==> config.mk <==
export PLATFORM = sky130hd
export DESIGN_NAME = tcpm_unit
export DESIGN_NICKNAME = d
export VERILOG_FILES = /design/src/rtl/tcpm_pkg.sv /design/src/rtl/tcpm_cfg_regs.sv /design/src/rtl/tcpm_evt_gate.sv /design/src/rtl/tcpm_ctr_slice.sv /design/src/rtl/tcpm_unit.sv
export SDC_FILE = /design/constraint.sdc
export NUM_CORES = 1
export LEC_CHECK = 0
export BUFFER_PORTS_ARGS = -buffer_cell sky130_fd_sc_hd__buf_2
export CAP_MARGIN = 20
export CORE_ASPECT_RATIO = 0.8
export CORE_MARGIN = 3
export CORE_UTILIZATION = 38
export DETAILED_ROUTE_END_ITERATION = 10
export GPL_ROUTABILITY_DRIVEN = 0
export PLACE_DENSITY = 0.67
export SLEW_MARGIN = 40
export SYNTH_ARGS = -nofsm -noshare
export SYNTH_HDL_FRONTEND = slang
export SYNTH_SLANG_ARGS = --single-unit
==> constraint.sdc <==
create_clock -name clk_i -period 3.5 [get_ports clk_i]
set_clock_uncertainty 0.05 [all_clocks]
set_input_delay 1.05 -clock clk_i [delete_from_list [all_inputs] [get_ports clk_i]]
set_output_delay 1.05 -clock clk_i [all_outputs]
set_load 0.01 [all_outputs]
==> src/rtl/tcpm_pkg.sv <==
package tcpm_pkg;

   localparam int NUM_CTR   = 3;
   localparam int WORD_W    = 64;
   localparam int SEL_FLD_W = 8;
   localparam int FLD_W     = 16;

   typedef logic [2:0] op_t;

   localparam op_t OP_HALT    = 3'd0;
   localparam op_t OP_RUN     = 3'd1;
   localparam op_t OP_EVSEL   = 3'd2;
   localparam op_t OP_INHIBIT = 3'd3;
   localparam op_t OP_PERIOD  = 3'd4;
   localparam op_t OP_CNT_WR  = 3'd6;

   localparam logic [1:0] MODE_USER   = 2'd0;
   localparam logic [1:0] MODE_KERNEL = 2'd1;
   localparam logic [1:0] MODE_PAL    = 2'd2;

   // index of each inhibit flag inside the stored 3-bit vector
   localparam int INH_USER   = 0;
   localparam int INH_KERNEL = 1;
   localparam int INH_PAL    = 2;

   // bit positions in the inhibit command word
   localparam int INH_USER_BIT   = 30;
   localparam int INH_KERNEL_BIT = 8;
   localparam int INH_PAL_BIT    = 9;

   // period code of counter 0 sits at its msb, later counters step down by 2
   localparam int PER_MSB0 = 9;

   localparam logic [1:0] PER_SHORT = 2'b11;
   localparam logic [1:0] PER_FULL  = 2'b10;

   function automatic int ctr_lsb(input int idx);
      return 48 - FLD_W * idx;
   endfunction

endpackage

==> src/rtl/tcpm_cfg_regs.sv <==
module tcpm_cfg_regs
   import tcpm_pkg::*;
(
   input  logic                                 clk_i,
   input  logic                                 rst_ni,
   input  logic                                 cmd_valid_i,
   input  op_t                                  cmd_op_i,
   input  logic [WORD_W-1:0]                    cmd_data_i,
   output logic [NUM_CTR-1:0]                   run_o,
   output logic [NUM_CTR-1:0][SEL_FLD_W-1:0]    sel_o,
   output logic [2:0]                           inh_o,
   output logic [NUM_CTR-1:0][1:0]              code_o,
   output logic                                 load_o
);

   logic [NUM_CTR-1:0]                run_q;
   logic [NUM_CTR-1:0][SEL_FLD_W-1:0] sel_q;
   logic [2:0]                        inh_q;
   logic [NUM_CTR-1:0][1:0]           code_q;
   logic                              unused_data;

   assign unused_data = ^cmd_data_i;

   always_ff @(posedge clk_i or negedge rst_ni) begin
      if (!rst_ni) begin
         run_q  <= '0;
         sel_q  <= '0;
         inh_q  <= '0;
         code_q <= '0;
      end else if (cmd_valid_i) begin
         case (cmd_op_i)
            OP_HALT: run_q <= '0;
            OP_RUN:  run_q <= cmd_data_i[NUM_CTR-1:0];
            OP_EVSEL: begin
               for (int i = 0; i < NUM_CTR; i++)
                  sel_q[i] <= cmd_data_i[SEL_FLD_W*i +: SEL_FLD_W];
            end
            OP_INHIBIT: begin
               inh_q[INH_PAL]    <= cmd_data_i[INH_PAL_BIT];
               inh_q[INH_KERNEL] <= cmd_data_i[INH_KERNEL_BIT];
               inh_q[INH_USER]   <= cmd_data_i[INH_USER_BIT];
            end
            OP_PERIOD: begin
               for (int i = 0; i < NUM_CTR; i++)
                  code_q[i] <= cmd_data_i[PER_MSB0 - 2*i -: 2];
            end
            default: ;
         endcase
      end
   end

   assign run_o  = run_q;
   assign sel_o  = sel_q;
   assign inh_o  = inh_q;
   assign code_o = code_q;
   assign load_o = cmd_valid_i && (cmd_op_i == OP_CNT_WR);

endmodule

==> src/rtl/tcpm_evt_gate.sv <==
module tcpm_evt_gate #(
   parameter int NUM_EVT = 16,
   parameter int SEL_W   = 8
) (
   input  logic [NUM_EVT-1:0] evt_i,
   input  logic [SEL_W-1:0]   sel_i,
   input  logic               run_i,
   input  logic               blocked_i,
   output logic               inc_o
);

   logic hit;

   always_comb begin
      hit = 1'b0;
      for (int k = 0; k < NUM_EVT; k++) begin
         if (sel_i == SEL_W'(k))
            hit = evt_i[k];
      end
   end

   assign inc_o = hit && run_i && !blocked_i;

endmodule

==> src/rtl/tcpm_ctr_slice.sv <==
module tcpm_ctr_slice
   import tcpm_pkg::*;
#(
   parameter int W       = 16,
   parameter int SHORT_W = 8
) (
   input  logic         clk_i,
   input  logic         rst_ni,
   input  logic         inc_i,
   input  logic [1:0]   code_i,
   input  logic         load_i,
   input  logic [W-1:0] load_val_i,
   output logic [W-1:0] cnt_o,
   output logic         irq_o
);

   logic [W-1:0] cnt_q, cnt_n;
   logic         irq_q, irq_n;
   logic         short_end, full_end, wrap;

   assign short_end = &cnt_q[SHORT_W-1:0];
   assign full_end  = &cnt_q;

   always_comb begin
      wrap = 1'b0;
      if (inc_i) begin
         case (code_i)
            PER_SHORT: wrap = short_end;
            PER_FULL:  wrap = full_end;
            default:   wrap = 1'b0;
         endcase
      end
   end

   always_comb begin
      cnt_n = cnt_q;
      irq_n = 1'b0;
      if (load_i) begin
         cnt_n = load_val_i;
      end else if (wrap) begin
         cnt_n = '0;
         irq_n = 1'b1;
      end else if (inc_i) begin
         cnt_n = cnt_q + 1'b1;
      end
   end

   always_ff @(posedge clk_i or negedge rst_ni) begin
      if (!rst_ni) begin
         cnt_q <= '0;
         irq_q <= 1'b0;
      end else begin
         cnt_q <= cnt_n;
         irq_q <= irq_n;
      end
   end

   assign cnt_o = cnt_q;
   assign irq_o = irq_q;

endmodule

==> src/rtl/tcpm_unit.sv <==
module tcpm_unit
   import tcpm_pkg::*;
#(
   parameter int NUM_EVT = 16,
   parameter int CNT_A_W = 16,
   parameter int CNT_B_W = 14,
   parameter int SHORT_W = 8
) (
   input  logic               clk_i,
   input  logic               rst_ni,
   input  logic               cmd_valid_i,
   input  logic [2:0]         cmd_op_i,
   input  logic [63:0]        cmd_data_i,
   input  logic [1:0]         mode_i,
   input  logic [NUM_EVT-1:0] evt_i,
   output logic [63:0]        cnt_word_o,
   output logic [2:0]         irq_o
);

   localparam int PAD_W = WORD_W - NUM_CTR * FLD_W;

   if (NUM_EVT < 1 || NUM_EVT > 256) begin : g_bad_evt
      $error("NUM_EVT must lie in 1..256");
   end
   if (CNT_A_W <= SHORT_W || CNT_A_W > FLD_W) begin : g_bad_a
      $error("CNT_A_W must exceed SHORT_W and fit 16 bits");
   end
   if (CNT_B_W <= SHORT_W || CNT_B_W > FLD_W - 2) begin : g_bad_b
      $error("CNT_B_W must exceed SHORT_W and fit 14 bits");
   end

   logic [NUM_CTR-1:0]                run_w;
   logic [NUM_CTR-1:0][SEL_FLD_W-1:0] sel_w;
   logic [2:0]                        inh_w;
   logic [NUM_CTR-1:0][1:0]           code_w;
   logic                              load_w;
   logic                              blocked_w;
   logic [NUM_CTR-1:0][FLD_W-1:0]     cnt_ext;

   tcpm_cfg_regs u_cfg (
      .clk_i       (clk_i),
      .rst_ni      (rst_ni),
      .cmd_valid_i (cmd_valid_i),
      .cmd_op_i    (cmd_op_i),
      .cmd_data_i  (cmd_data_i),
      .run_o       (run_w),
      .sel_o       (sel_w),
      .inh_o       (inh_w),
      .code_o      (code_w),
      .load_o      (load_w)
   );

   always_comb begin
      case (mode_i)
         MODE_PAL:    blocked_w = inh_w[INH_PAL];
         MODE_KERNEL: blocked_w = inh_w[INH_KERNEL];
         default:     blocked_w = inh_w[INH_USER];
      endcase
   end

   for (genvar g = 0; g < NUM_CTR; g++) begin : g_ctr
      localparam int W   = (g == NUM_CTR - 1) ? CNT_B_W : CNT_A_W;
      localparam int LSB = ctr_lsb(g);

      logic         inc_w;
      logic [W-1:0] cnt_w;

      tcpm_evt_gate #(
         .NUM_EVT (NUM_EVT),
         .SEL_W   (SEL_FLD_W)
      ) u_gate (
         .evt_i     (evt_i),
         .sel_i     (sel_w[g]),
         .run_i     (run_w[g]),
         .blocked_i (blocked_w),
         .inc_o     (inc_w)
      );

      tcpm_ctr_slice #(
         .W       (W),
         .SHORT_W (SHORT_W)
      ) u_slice (
         .clk_i      (clk_i),
         .rst_ni     (rst_ni),
         .inc_i      (inc_w),
         .code_i     (code_w[g]),
         .load_i     (load_w),
         .load_val_i (cmd_data_i[LSB +: W]),
         .cnt_o      (cnt_w),
         .irq_o      (irq_o[g])
      );

      if (W < FLD_W) begin : g_pad
         assign cnt_ext[g] = {{(FLD_W - W){1'b0}}, cnt_w};
      end else begin : g_full
         assign cnt_ext[g] = cnt_w;
      end
   end

   assign cnt_word_o = {cnt_ext[0], cnt_ext[1], cnt_ext[2], {PAD_W{1'b0}}};

endmodule

==> results.ini <==
[routing]
wl_per_cell_um = 16.7
vias_per_cell = 5.51
antenna_left = 0
drc_errors = 0
firstDrtPassIters = 5
num_vias = 4930
drt-initial-drc-count = 301
wl_um = 14900

[sta]
setup_violations = 0
hold_ws_ps = 452
setup_tns_ps = 0
drv_slew = 0
max_clock_freq_mhz = 317
post-route-min-period_ps = 3150
rsz0062_at_grt = false
post-route-period-util = 0.901
hold_viol_final = 0
max_slew_margin = 0.533
worst_pin_slew_ps = 701

[pwr]
ir_drop_mv = 0.272
p_leak_uw = 0.00279
p_clk_frac = 0.310
seqPwrFrac = 0.437
power_switching_share = 0.325
p_total_uw = 3230
internal_power_uw = 2180
p_per_area_nw_per_um2 = 509
combPwrFrac = 0.254
switchingPower_uw = 1050

[floorplanning]
rows = 37
die_w_um = 137
die_h_um = 111
die_area_um2 = 15200
boundaryPins = 155
core_region_area_um2 = 13100
start_util = 0.397

[clock_network]
clock_latency_ps = 340
htreeDepth = 3
cts_tree = yes
cts_buffers = 9
clk_pin_slew_ps = 60
cts_root_buffer = clkbuf_16
cts_buffer_depth = 2
cts_resized = 0
post_cts_buffers = 0
cts.sinks = 85
holdBufCountCts = 0

[finish]
final_cells = 895
layout-area-overhead-vs-synth_pct = 21.5
drive_gt1_frac = 0.308
layout.nets = 808
final_area_um2 = 6350
fillCellCount = 1275
layout_common_cells = buf_2 (134), dfrtp_1 (85), nand2_1 (75)
mostFrequentLayoutCell = buf_2

[synth]
synth_warnings = 0
syn_inst = 580
synthArstFlopShare = 1.00
avgSynthCellArea_um2 = 9.01
synth_ff_type = dfrtp_1
yosys-top-cells-area = dfrtp_1 (41%), mux2_2 (7.3%), nand2_1 (5.4%), nor2_1 (4.0%), o21ai_0 (3.8%)
synth_cell_types = 63
synth_top_area_share = 0.407
synth-seq-cells = 85
syn_area_um2 = 5230
ys_seq_area_frac = 0.407
yosysTopAreaCell = dfrtp_1
synth_edf_count = 0

[min_path]
hold_path_class = register to register
min_delay_path_depth = 2

[setup_path]
critPathMaxStageDelay_ps = 510
r2r_cells = 8
worstPathRequired_ps = 3710
crit_slowest_cell = or4_1
path_buf_inv = 2
crit_chain = buf_2 -> inv_1 -> ha_1 -> a221o_1 -> o21ai_1 -> nand4_1 -> or3_4 -> or4_1 -> a31oi_1
cp.depth = 9
critical_path.top_delay_family = simple AND/OR/NAND/NOR gates
path_max_fanout = 6
crit_path_start_kind = input port
crit_arrival_ps = 3360
critPathCaptureType = register
worstSetupPathType = input port to register

[global_routing]
grt_pass1_wl_um = 24400
grt_use_total = 0.199
grt_pass1_vias = 4746
grt_overflow = 0
grt_max_degree = 54
antenna_found_initial = 2

[place]
hpwl_um = 11300
numPortBuffers = 135
placedCellCount = 879
post_dp_cell_area_um2 = 6040

[run]
cap_violations = 0

[run_status]
status = complete, no violations

==> layout make-up <==
| type | instances | area (µm²) | share of cell area |
|---|---|---|---|
| clock inverters | 5 | 77.6 | 0.0122 |
| flip-flops and latches | 85 | 2130 | 0.335 |
| well taps | 175 | 219 | 0.0345 |
| clock buffers | 9 | 225 | 0.0355 |
| diodes | 2 | 5.00 | 0.000788 |
| multi-input cells | 449 | 2810 | 0.442 |
| inverters | 14 | 52.6 | 0.00828 |
| repair buffers | 156 | 836 | 0.132 |
==> worst register-to-register path, delay by kind of cell (launching register included) <==
kind            cells  cell delay (ps)
flops               1              610
buf+inv             1              170
mux                 1              580
compound gates      4              840
simple gates        2              400
==> logic make-up (layout without fill, tap and decap cells) <==
logic type / after synthesis / after routing / synth area share
AO/OA/AOI/OAI: 135 / 135 / 0.163
XOR/XNOR: 9 / 9 / 0.0151
adder cells (fa/ha/maj): 5 / 5 / 0.0120
buffers and inverters: 63 / 184 / 0.0702
flip-flops: 85 / 85 / 0.407
multiplexers: 52 / 52 / 0.117
other: 1 / 20 / 0.000718
AND/OR/NAND/NOR: 230 / 230 / 0.214
==> flip-flops by register name (all words and copies together) (netlist names) <==
signal               count
u_cfg.run_o              3
u_cfg.inh_o              3
g_ctr.u_slice.cnt_o     46
u_cfg.code_o             6
g_ctr.u_slice.irq_o      3
u_cfg.sel_o             24
==> metrics by stage <==
step,utilization,setup slack [ps]
finish,0.483,345
global route,0.483,237
CTS,0.482,377
detailed placement,0.459,23.8
global placement,0.459,77.6
floorplan,-,278
==> synthesized netlist by cell type, types with 14 or more instances <==
cell type,n
clkbuf_1,15
mux2_2,34
buf_4,23
nor2_1,55
o21ai_0,40
mux2i_1,14
a31oi_1,25
nand3_1,27
inv_1,14
a21oi_1,27
dfrtp_1,85
nand2_1,75
==> layer usage <==
metal | track usage | share of wire | vias to the layer above
met5 | 0 | 0.00047 | -
met2 | 0.294 | 0.44 | 186
met1 | 0.291 | 0.47 | 2362
met4 | 0.0559 | 0.013 | 2
li1 | - | - | 2361
met3 | 0.0426 | 0.069 | 19
==> power groups by stage <==
stage	sequential, µW	clock, µW	combinational, µW
2_1_floorplan	1380	0	546
5_1_grt	1450	1070	919
4_1_cts	1410	1020	825
3_3_place_gp	1410	0	799
3_5_place_dp	1420	0	821
6_report	1410	1000	820
==> final timing paths <==
check | slack [ps] | end | start
worst max-delay path | 350 | g_ctr[2].u_slice.cnt_o[11] | mode_i[0]
min in group asynchronous | 720 | g_ctr[2].u_slice.cnt_o[4] | rst_ni
worst max register to register | 730 | g_ctr[0].u_slice.cnt_o[5] | u_cfg.sel_o[0]
worst min register to register | 450 | u_cfg.run_o[1] | u_cfg.run_o[1]
worst min-delay path | 450 | u_cfg.run_o[1] | u_cfg.run_o[1]
max in group asynchronous | 1990 | g_ctr[0].u_slice.cnt_o[3] | rst_ni
(Power assumes the default switching activity.)
